File: src/rtl/alu4_pkg.sv
`timescale 1ns/1ps
package alu4_pkg;

    localparam int unsigned NIB_W     = 4;
    localparam int unsigned DEC_LIMIT = 9;
    localparam int unsigned ADJ_ADD   = 6;
    localparam int unsigned ADJ_SUB   = 10;

    typedef enum logic [3:0] {
        OP_ADC  = 4'd0,
        OP_SBC  = 4'd1,
        OP_ADI  = 4'd2,
        OP_DAA  = 4'd3,
        OP_DAS  = 4'd4,
        OP_ROL  = 4'd5,
        OP_ROR  = 4'd6,
        OP_NEG  = 4'd7,
        OP_AND  = 4'd8,
        OP_OR   = 4'd9,
        OP_XOR  = 4'd10,
        OP_CMPM = 4'd11,
        OP_CMPI = 4'd12,
        OP_CMPY = 4'd13,
        OP_RSV0 = 4'd14,
        OP_RSV1 = 4'd15
    } alu_op_e;

    typedef struct packed {
        logic [NIB_W-1:0] res;
        logic             a_we;
        logic             z;
        logic             z_we;
        logic             c;
        logic             c_we;
        logic             st;
        logic             st_we;
    } alu_out_t;

endpackage

File: src/rtl/alu4_arith.sv
`timescale 1ns/1ps
module alu4_arith
    import alu4_pkg::*;
(
    input  alu_op_e          op_i,
    input  logic [NIB_W-1:0] a_i,
    input  logic [NIB_W-1:0] y_i,
    input  logic [NIB_W-1:0] m_i,
    input  logic [NIB_W-1:0] imm_i,
    input  logic             c_i,
    output alu_out_t         out_o
);
    localparam int unsigned XW = NIB_W + 1;

    logic [XW-1:0]    lhs_d, rhs_d, raw_d;
    logic             sub_d;
    logic             cin_d;
    logic             need_adj_d;
    logic [NIB_W-1:0] low_d;

    always_comb begin
        lhs_d      = '0;
        rhs_d      = '0;
        sub_d      = 1'b0;
        cin_d      = 1'b0;
        need_adj_d = c_i || (a_i > NIB_W'(DEC_LIMIT));
        unique case (op_i)
            OP_ADC:  begin lhs_d = XW'(m_i);   rhs_d = XW'(a_i); cin_d = c_i; end
            OP_SBC:  begin lhs_d = XW'(m_i);   rhs_d = XW'(a_i); cin_d = c_i; sub_d = 1'b1; end
            OP_ADI:  begin lhs_d = XW'(imm_i); rhs_d = XW'(a_i); end
            OP_DAA:  begin lhs_d = XW'(a_i);   rhs_d = need_adj_d ? XW'(ADJ_ADD) : '0; end
            OP_DAS:  begin lhs_d = XW'(a_i);   rhs_d = need_adj_d ? XW'(ADJ_SUB) : '0; end
            OP_NEG:  begin lhs_d = '0;         rhs_d = XW'(a_i); sub_d = 1'b1; end
            OP_CMPM: begin lhs_d = XW'(m_i);   rhs_d = XW'(a_i); sub_d = 1'b1; end
            OP_CMPI: begin lhs_d = XW'(imm_i); rhs_d = XW'(a_i); sub_d = 1'b1; end
            OP_CMPY: begin lhs_d = XW'(imm_i); rhs_d = XW'(y_i); sub_d = 1'b1; end
            default: ;
        endcase
        raw_d = sub_d ? (lhs_d - rhs_d - XW'(cin_d))
                      : (lhs_d + rhs_d + XW'(cin_d));
        low_d = raw_d[NIB_W-1:0];
    end

    always_comb begin
        out_o = '0;
        unique case (op_i)
            OP_ADC, OP_SBC, OP_ADI: begin
                out_o.res   = low_d;
                out_o.a_we  = 1'b1;
                out_o.z     = (low_d == '0);
                out_o.z_we  = 1'b1;
                out_o.c     = raw_d[NIB_W];
                out_o.c_we  = 1'b1;
                out_o.st    = ~raw_d[NIB_W];
                out_o.st_we = 1'b1;
            end
            OP_DAA, OP_DAS: begin
                out_o.res   = low_d;
                out_o.a_we  = 1'b1;
                out_o.c     = raw_d[NIB_W];
                out_o.c_we  = 1'b1;
                out_o.st    = ~raw_d[NIB_W];
                out_o.st_we = 1'b1;
            end
            OP_NEG: begin
                out_o.res   = low_d;
                out_o.a_we  = 1'b1;
                out_o.st    = (low_d != '0);
                out_o.st_we = 1'b1;
            end
            OP_CMPM, OP_CMPI, OP_CMPY: begin
                out_o.st    = (low_d != '0);
                out_o.st_we = 1'b1;
                out_o.z     = (low_d == '0);
                out_o.z_we  = 1'b1;
                out_o.c     = raw_d[NIB_W];
                out_o.c_we  = 1'b1;
            end
            default: ;
        endcase
    end
endmodule

File: src/rtl/alu4_logic.sv
`timescale 1ns/1ps
module alu4_logic
    import alu4_pkg::*;
(
    input  alu_op_e          op_i,
    input  logic [NIB_W-1:0] a_i,
    input  logic [NIB_W-1:0] m_i,
    input  logic             c_i,
    output alu_out_t         out_o
);
    logic [NIB_W-1:0] val_d;
    logic             zero_d;

    always_comb begin
        unique case (op_i)
            OP_ROL:  val_d = {a_i[NIB_W-2:0], c_i};
            OP_ROR:  val_d = {c_i, a_i[NIB_W-1:1]};
            OP_AND:  val_d = a_i & m_i;
            OP_OR:   val_d = a_i | m_i;
            OP_XOR:  val_d = a_i ^ m_i;
            default: val_d = '0;
        endcase
        zero_d = (val_d == '0);
    end

    always_comb begin
        out_o = '0;
        unique case (op_i)
            OP_ROL, OP_ROR: begin
                out_o.res   = val_d;
                out_o.a_we  = 1'b1;
                out_o.z     = zero_d;
                out_o.z_we  = 1'b1;
                out_o.c     = (op_i == OP_ROL) ? a_i[NIB_W-1] : a_i[0];
                out_o.c_we  = 1'b1;
                out_o.st    = (op_i == OP_ROL) ? ~a_i[NIB_W-1] : ~a_i[0];
                out_o.st_we = 1'b1;
            end
            OP_AND, OP_OR, OP_XOR: begin
                out_o.res   = val_d;
                out_o.a_we  = 1'b1;
                out_o.z     = zero_d;
                out_o.z_we  = 1'b1;
                out_o.st    = ~zero_d;
                out_o.st_we = 1'b1;
            end
            default: ;
        endcase
    end
endmodule

File: src/rtl/alu4_core.sv
`timescale 1ns/1ps
module alu4_core
    import alu4_pkg::*;
(
    input  logic             clk,
    input  logic             rst_n,
    input  logic [NIB_W-1:0] op_i,
    input  logic [NIB_W-1:0] a_i,
    input  logic [NIB_W-1:0] y_i,
    input  logic [NIB_W-1:0] m_i,
    input  logic [NIB_W-1:0] imm_i,
    input  logic             c_i,
    output logic [NIB_W-1:0] res_o,
    output logic             a_we_o,
    output logic             z_o,
    output logic             z_we_o,
    output logic             c_o,
    output logic             c_we_o,
    output logic             st_o,
    output logic             st_we_o
);
    alu_op_e  op_d;
    alu_out_t arith_d, logic_d, nxt_d, out_q;
    logic     use_logic_d;

    assign op_d = alu_op_e'(op_i);

    alu4_arith u_arith (
        .op_i  (op_d),
        .a_i   (a_i),
        .y_i   (y_i),
        .m_i   (m_i),
        .imm_i (imm_i),
        .c_i   (c_i),
        .out_o (arith_d)
    );

    alu4_logic u_logic (
        .op_i  (op_d),
        .a_i   (a_i),
        .m_i   (m_i),
        .c_i   (c_i),
        .out_o (logic_d)
    );

    always_comb begin
        unique case (op_d)
            OP_ROL, OP_ROR, OP_AND, OP_OR, OP_XOR: use_logic_d = 1'b1;
            default:                               use_logic_d = 1'b0;
        endcase
        nxt_d = use_logic_d ? logic_d : arith_d;
    end

    always_ff @(posedge clk) begin
        if (!rst_n) out_q <= '0;
        else        out_q <= nxt_d;
    end

    assign res_o   = out_q.res;
    assign a_we_o  = out_q.a_we;
    assign z_o     = out_q.z;
    assign z_we_o  = out_q.z_we;
    assign c_o     = out_q.c;
    assign c_we_o  = out_q.c_we;
    assign st_o    = out_q.st;
    assign st_we_o = out_q.st_we;
endmodule

File: config.mk
export PLATFORM = sky130hd
export DESIGN_NAME = alu4_core
export DESIGN_NICKNAME = d
export VERILOG_FILES = /design/src/rtl/alu4_pkg.sv /design/src/rtl/alu4_arith.sv /design/src/rtl/alu4_logic.sv /design/src/rtl/alu4_core.sv
export SDC_FILE = /design/constraint.sdc
export NUM_CORES = 1
export LEC_CHECK = 0
export BUFFER_PORTS_ARGS = -buffer_cell sky130_fd_sc_hd__buf_2
export CORE_ASPECT_RATIO = 0.7
export CORE_MARGIN = 5
export CORE_UTILIZATION = 40
export CTS_BUF_LIST = sky130_fd_sc_hd__clkbuf_4 sky130_fd_sc_hd__clkbuf_8
export CTS_CLUSTER_SIZE = 30
export DETAILED_ROUTE_END_ITERATION = 16
export PLACE_DENSITY_LB_ADDON = 0.2
export SYNTH_ARGS = -nofsm -noshare
export SYNTH_HDL_FRONTEND = slang
export SYNTH_SLANG_ARGS = --single-unit
File: constraint.sdc
create_clock -name clk -period 3.9 [get_ports clk]
set_input_delay 0.78 -clock clk [delete_from_list [all_inputs] [get_ports clk]]
set_output_delay 0.78 -clock clk [all_outputs]
set_load 0.05 [all_outputs]
* Yosys cells after proc, flatten, opt, wreduce, memory -nomap -nowiden
Cells that the tools add are included.
Operators by class: $add $sub $neg 4, equal/unequal tests 13, mux-type cells 19, $lt $le $gt $ge 1, reductions and logical operators 19, bitwise operators 7
Operators by type and width (number):
- equality test 4 bit (second input constant) | 6
- case mux 4 bit (5 select lines) | 1
- case mux 5 bit (4 select lines) | 1
- OR reduction 6 bit | 3
- equality test 4 x 3 -> 1 bit (second input constant) | 4
- OR reduction 5 bit | 3
- zero test 4 bit | 3
- case mux 4 bit (3 select lines) | 1
- 2-to-1 mux 11 bit | 1
- 2-to-1 mux 5 bit | 2
- OR reduction 3 bit | 3
- equality test 4 x 2 -> 1 bit (second input constant) | 2
- case mux 2 bit (2 select lines) | 2
- OR reduction 8 bit | 1
- 2-to-1 mux 7 bit | 1
- 2-to-1 mux 2 bit | 3
- OR reduction 2 bit | 3
- adder 4 x 5 -> 5 bit | 1
- adder 5 x 1 -> 5 bit | 1
- 2-to-1 mux 1 bit | 5
- subtractor 4 x 5 -> 5 bit | 1
- subtractor 5 x 1 -> 5 bit | 1
- AND 4 bit | 1
- equality test 4 x 1 -> 1 bit (second input constant) | 1
- other kinds (9) | 12
Storage, ports and cells: output and inout port bits 11, input port bits 23, register bits after elaboration 11, word-level logic and storage cells 71

* Logic depth before layout (Yosys ltp)
depth in word-level cells 10, gate-level depth with buffers 17, gate-level depth less buffers 14

* By module
A second synthesis with hierarchy kept.
Second synthesis, totals: cells, all modules 306, area total of the unflattened synthesis 2516.2 um2
Modules (own cells, without submodules):
- alu4_core | times used 1, area each 1181.1 um2, cells an instance 130, seq. area each 220.2 um2
- alu4_arith | times used 1, area each 894.6 um2, cells an instance 119, seq. area each 0.0 um2
- alu4_logic | times used 1, area each 440.4 um2, cells an instance 57, seq. area each 0.0 um2

* Least setup slack after synthesis
OpenSTA, ideal clock, no wires.
path kind input to register, start input port op_i[3], end register out_q[1] (netlist: st_o), library setup time 125 ps, data required time 3775 ps, arrival time 3760 ps, slack 14 ps, path buffers 3, cell stages on the path 14, path through buf_4 -> buf_2 -> buf_2 -> or2_2 -> o22ai_1 -> a222oi_1 -> fa_1 -> inv_1 -> ha_1 -> or4_1 -> o31a_1 -> a21o_1 -> a211oi_2 -> o22ai_1
Between the ends: word-level cells in the longest chain between the ends 9, elaborated cells on any way between the ends 44, classes of those cells add/sub (4); eq/ne (13); mux (11); bitwise (2); reduce/logical (14)
Ends and longest elaborated chain:
- start: declaration | line alu4_core.sv:7 | input logic [NIB_W-1:0] op_i,
- equality test 4 x 3 -> 1 bit, or another cell as far along | line alu4_arith.sv:27, alu4_arith.sv:46
- OR reduction 6 bit (no source line), or another cell as far along
- case mux 5 bit (4 select lines) or case mux 4 bit (3 select lines) (tied branches) | line alu4_arith.sv:27 | unique case (op_i)
- adder 4 x 5 -> 5 bit or subtractor 4 x 5 -> 5 bit (tied branches) | line alu4_arith.sv:40, alu4_arith.sv:39
- adder 5 x 1 -> 5 bit or subtractor 5 x 1 -> 5 bit (tied branches) | line alu4_arith.sv:40, alu4_arith.sv:39
- 2-to-1 mux 5 bit | line alu4_arith.sv:39 | raw_d = sub_d ? (lhs_d - rhs_d - XW'(cin_d))
- nonzero test 4 bit or NOT 1 bit (tied branches)
- case mux 2 bit (2 select lines) | line alu4_arith.sv:46 | unique case (op_i)
- 2-to-1 mux 11 bit (*) | line alu4_core.sv:51 | nxt_d = use_logic_d ? logic_d : arith_d;
- end signal: assignment | line alu4_core.sv:56 | else out_q <= nxt_d;
- end: declaration | line alu4_core.sv:23 | alu_out_t arith_d, logic_d, nxt_d, out_q;
Every way passes the cells marked *; elsewhere a longest branch is shown, timed or not. A chain may end at the register's enable or synchronous reset.

* Final worst setup path
Ends and elaborated chain as after synthesis.

==> run metrics <==
worst relative slew slack 0.618; die span in x around 87 microns; I/O pin count 34; first-pass GRT wire length 8870 microns; leading area contributor after synthesis sky130_fd_sc_hd__dfxtp_1; drt first-iter violations between 200 and 250; cell types occupying the most area after synthesis sky130_fd_sc_hd__dfxtp_1, sky130_fd_sc_hd__ha_1, sky130_fd_sc_hd__fa_1; Highest Clock Rate 275 MHz; required time of the critical path between 4 and 5 ns; result of the run finished clean; TritonCTS buffer count 3; setup_tns 0 ns; Syn-to-layout area delta 25.7%; overall routing resource usage 0.198; list of most frequent post-synthesis cells sky130_fd_sc_hd__inv_1, sky130_fd_sc_hd__ha_1, sky130_fd_sc_hd__a21oi_1, sky130_fd_sc_hd__nor2_1, sky130_fd_sc_hd__nand2_1; number of enable flip-flop cells after synthesis 0; Core Footprint 3970 sq um; CTS root buf sky130_fd_sc_hd__clkbuf_8; max-cap check violation count 0; Max rail drop VDD 0.262 mV; launching element type of the critical path input pin; standby leakage power roughly 1.0 nW; CP Class in -> reg; total setup violations reported at the end of the flow 0; endpoint arrival time on the critical path 3.76 ns; first-pass detailed-route iteration total 7; maximum number of pins on one net before global-route repair 22; Post-synth top flop sky130_fd_sc_hd__dfxtp_1; Tmin final between 3 and 4 ns; residual antenna-violating net count after detailed routing 0; Final period util 0.934; met3 routed wirelength between 500 and 600 microns; total die area 5580 sq um; syn avg cell area 7.72 sq um; clock buffer depth 2; met2 wire len between 2000 and 2500 microns; initial antenna violation count 0; CTS clk-pin slew, worst paths 0.05 ns; ratio of routed vias to standard cells just under 6; WL per Instance 17.0 microns; met1 layer wirelength in the final routing ~2600 microns; Critical Path Sink Type flip-flop; Tightest Pin Transition 0.573 ns; TritonCTS clock tree done; via count of the first global-routing pass 1792; die outline height 64.0 microns; sequential-to-total area share from yosys stat 0.132; PD cells 267 nW/um^2; post-DP HPWL 4410 microns; number of port buffers 33; count of mapped cells out of synthesis 216; number of flip-flops and latches in the synthesized netlist 11; dominant cell by count in the synthesized netlist sky130_fd_sc_hd__inv_1; number of rows created at floorplan 19; syn nets 258; fraction of layout cells with a size suffix above 1 0.285; number of max-slew violations in the final report 0; Tightest Hold Check Type in -> reg; antenna diode count 0; number of DRC violations after detailed routing 0; yosys synthesis warning count 0; Distinct cells, synth 65; share of the synthesized area in the top cell type 0.132; total of cells resized after clock tree synthesis 0; Initial Util 0.420; top sig layer met4; total number of H-tree levels 1; total gr overflow 0; largest fanout on the critical path 13; unrepaired setup endpoints after global routing no; GPL Wtd Cong 0.967; total standard cell area after synthesis 1670 sq um; fraction of registers with async set/reset 0; via count of the routed design 1862; number of hold buffers added after cts 0; Final Total Pwr 0.000560 W; count of buffers added by post-CTS timing repair for setup 0; total wire length 5480 microns; fin nets between 300 and 400; TritonCTS sink count 11; number of hold violations in the final report 0; number of fill cells in the layout 398
-- where the power goes --
group	switching, W	internal, W	leakage [nW]
Sequential	0.00000232	0.000123	0.0914
Clock	0.0000424	0.0000787	0.0262
Combinational	0.000185	0.000128	0.884
-- worst max-delay path: stages --
cell	delay (ns)
sky130_fd_sc_hd__buf_2	0.18
sky130_fd_sc_hd__and2_1	0.20
sky130_fd_sc_hd__a21oi_1	0.20
sky130_fd_sc_hd__o221ai_1	0.20
sky130_fd_sc_hd__a32oi_1	0.23
sky130_fd_sc_hd__inv_1	0.09
sky130_fd_sc_hd__fa_1	0.40
sky130_fd_sc_hd__inv_1	0.11
sky130_fd_sc_hd__ha_1	0.25
sky130_fd_sc_hd__or4_1	0.47
sky130_fd_sc_hd__o31a_1	0.12
sky130_fd_sc_hd__a21o_1	0.21
sky130_fd_sc_hd__a211oi_2	0.21
sky130_fd_sc_hd__o22ai_1	0.10
-- per-layer routing --
layer	global-route usage	vias up
met1	0.304	862
met4	0.0364	0
met5	0	-
met2	0.293	86
li1	-	903
met3	0.0321	11
-- cell usage in the layout (no fill, tap or decap), types with 3 or more instances in the layout --
master                     instances
sky130_fd_sc_hd__ha_1             15
sky130_fd_sc_hd__nand3_1           3
sky130_fd_sc_hd__a221oi_1          3
sky130_fd_sc_hd__buf_4            31
sky130_fd_sc_hd__mux2i_1           3
sky130_fd_sc_hd__and2_1            5
sky130_fd_sc_hd__inv_1            19
sky130_fd_sc_hd__a222oi_1          3
sky130_fd_sc_hd__o21ai_0          11
sky130_fd_sc_hd__dfxtp_1          11
sky130_fd_sc_hd__o22ai_1           3
sky130_fd_sc_hd__nor3_1            4
sky130_fd_sc_hd__nor2b_1           4
sky130_fd_sc_hd__buf_2            33
sky130_fd_sc_hd__clkbuf_8          3
sky130_fd_sc_hd__a21oi_1          14
sky130_fd_sc_hd__o21a_1            8
sky130_fd_sc_hd__nand2b_1          6
sky130_fd_sc_hd__nand2_1          13
sky130_fd_sc_hd__nor2_1           14
sky130_fd_sc_hd__nand3b_1          5
sky130_fd_sc_hd__fa_1              4
-- worst paths after layout --
kind                    start             endpoint  slack [ns]  cells past startpoint
worst max-delay path  op_i[3]      st_o$_SDFF_PN0_        0.26                     14
worst min-delay path    rst_n  res_o[1]$_SDFF_PN0_        0.84                      2
-- kinds of logic after synthesis --
family	after synthesis	synth area share
flops	11	0.132
mux	4	0.0248
fa+ha+maj	19	0.161
simple gates	71	0.251
compound gates	72	0.317
xor+xnor	3	0.0158
buf+inv	36	0.0990
-- metrics by stage --
stage	hold WS [ns]	worst slack, ns	cell area [sq um]	utilization	std cells
floorplan	0.902	0.0142	1670	-	216
global placement	1.08	0.0429	2050	0.516	318
detailed placement	1.08	0.0451	2050	0.516	318
CTS	0.828	0.281	2100	0.528	322
global route	0.851	0.0149	2100	0.528	322
finish	0.836	0.259	2100	0.528	322
-- flip-flops by register name, summed over array words and instances, names as in the netlist --
register and flops:
c_o 1, st_o 1, c_we_o 1, z_we_o 1, res_o 4, z_o 1
a_we_o 1, st_we_o 1
-- area by class of cell --
type / instances / area, sq um / area share
clock buffers: 4 / 48.8 / 0.0233
inverters: 22 / 82.6 / 0.0394
multi-input cells: 169 / 1280 / 0.612
flip-flops and latches: 11 / 220 / 0.105
well taps: 52 / 65.1 / 0.0310
repair buffers: 64 / 398 / 0.190
No activity file was read; power rests on OpenSTA's default activity.
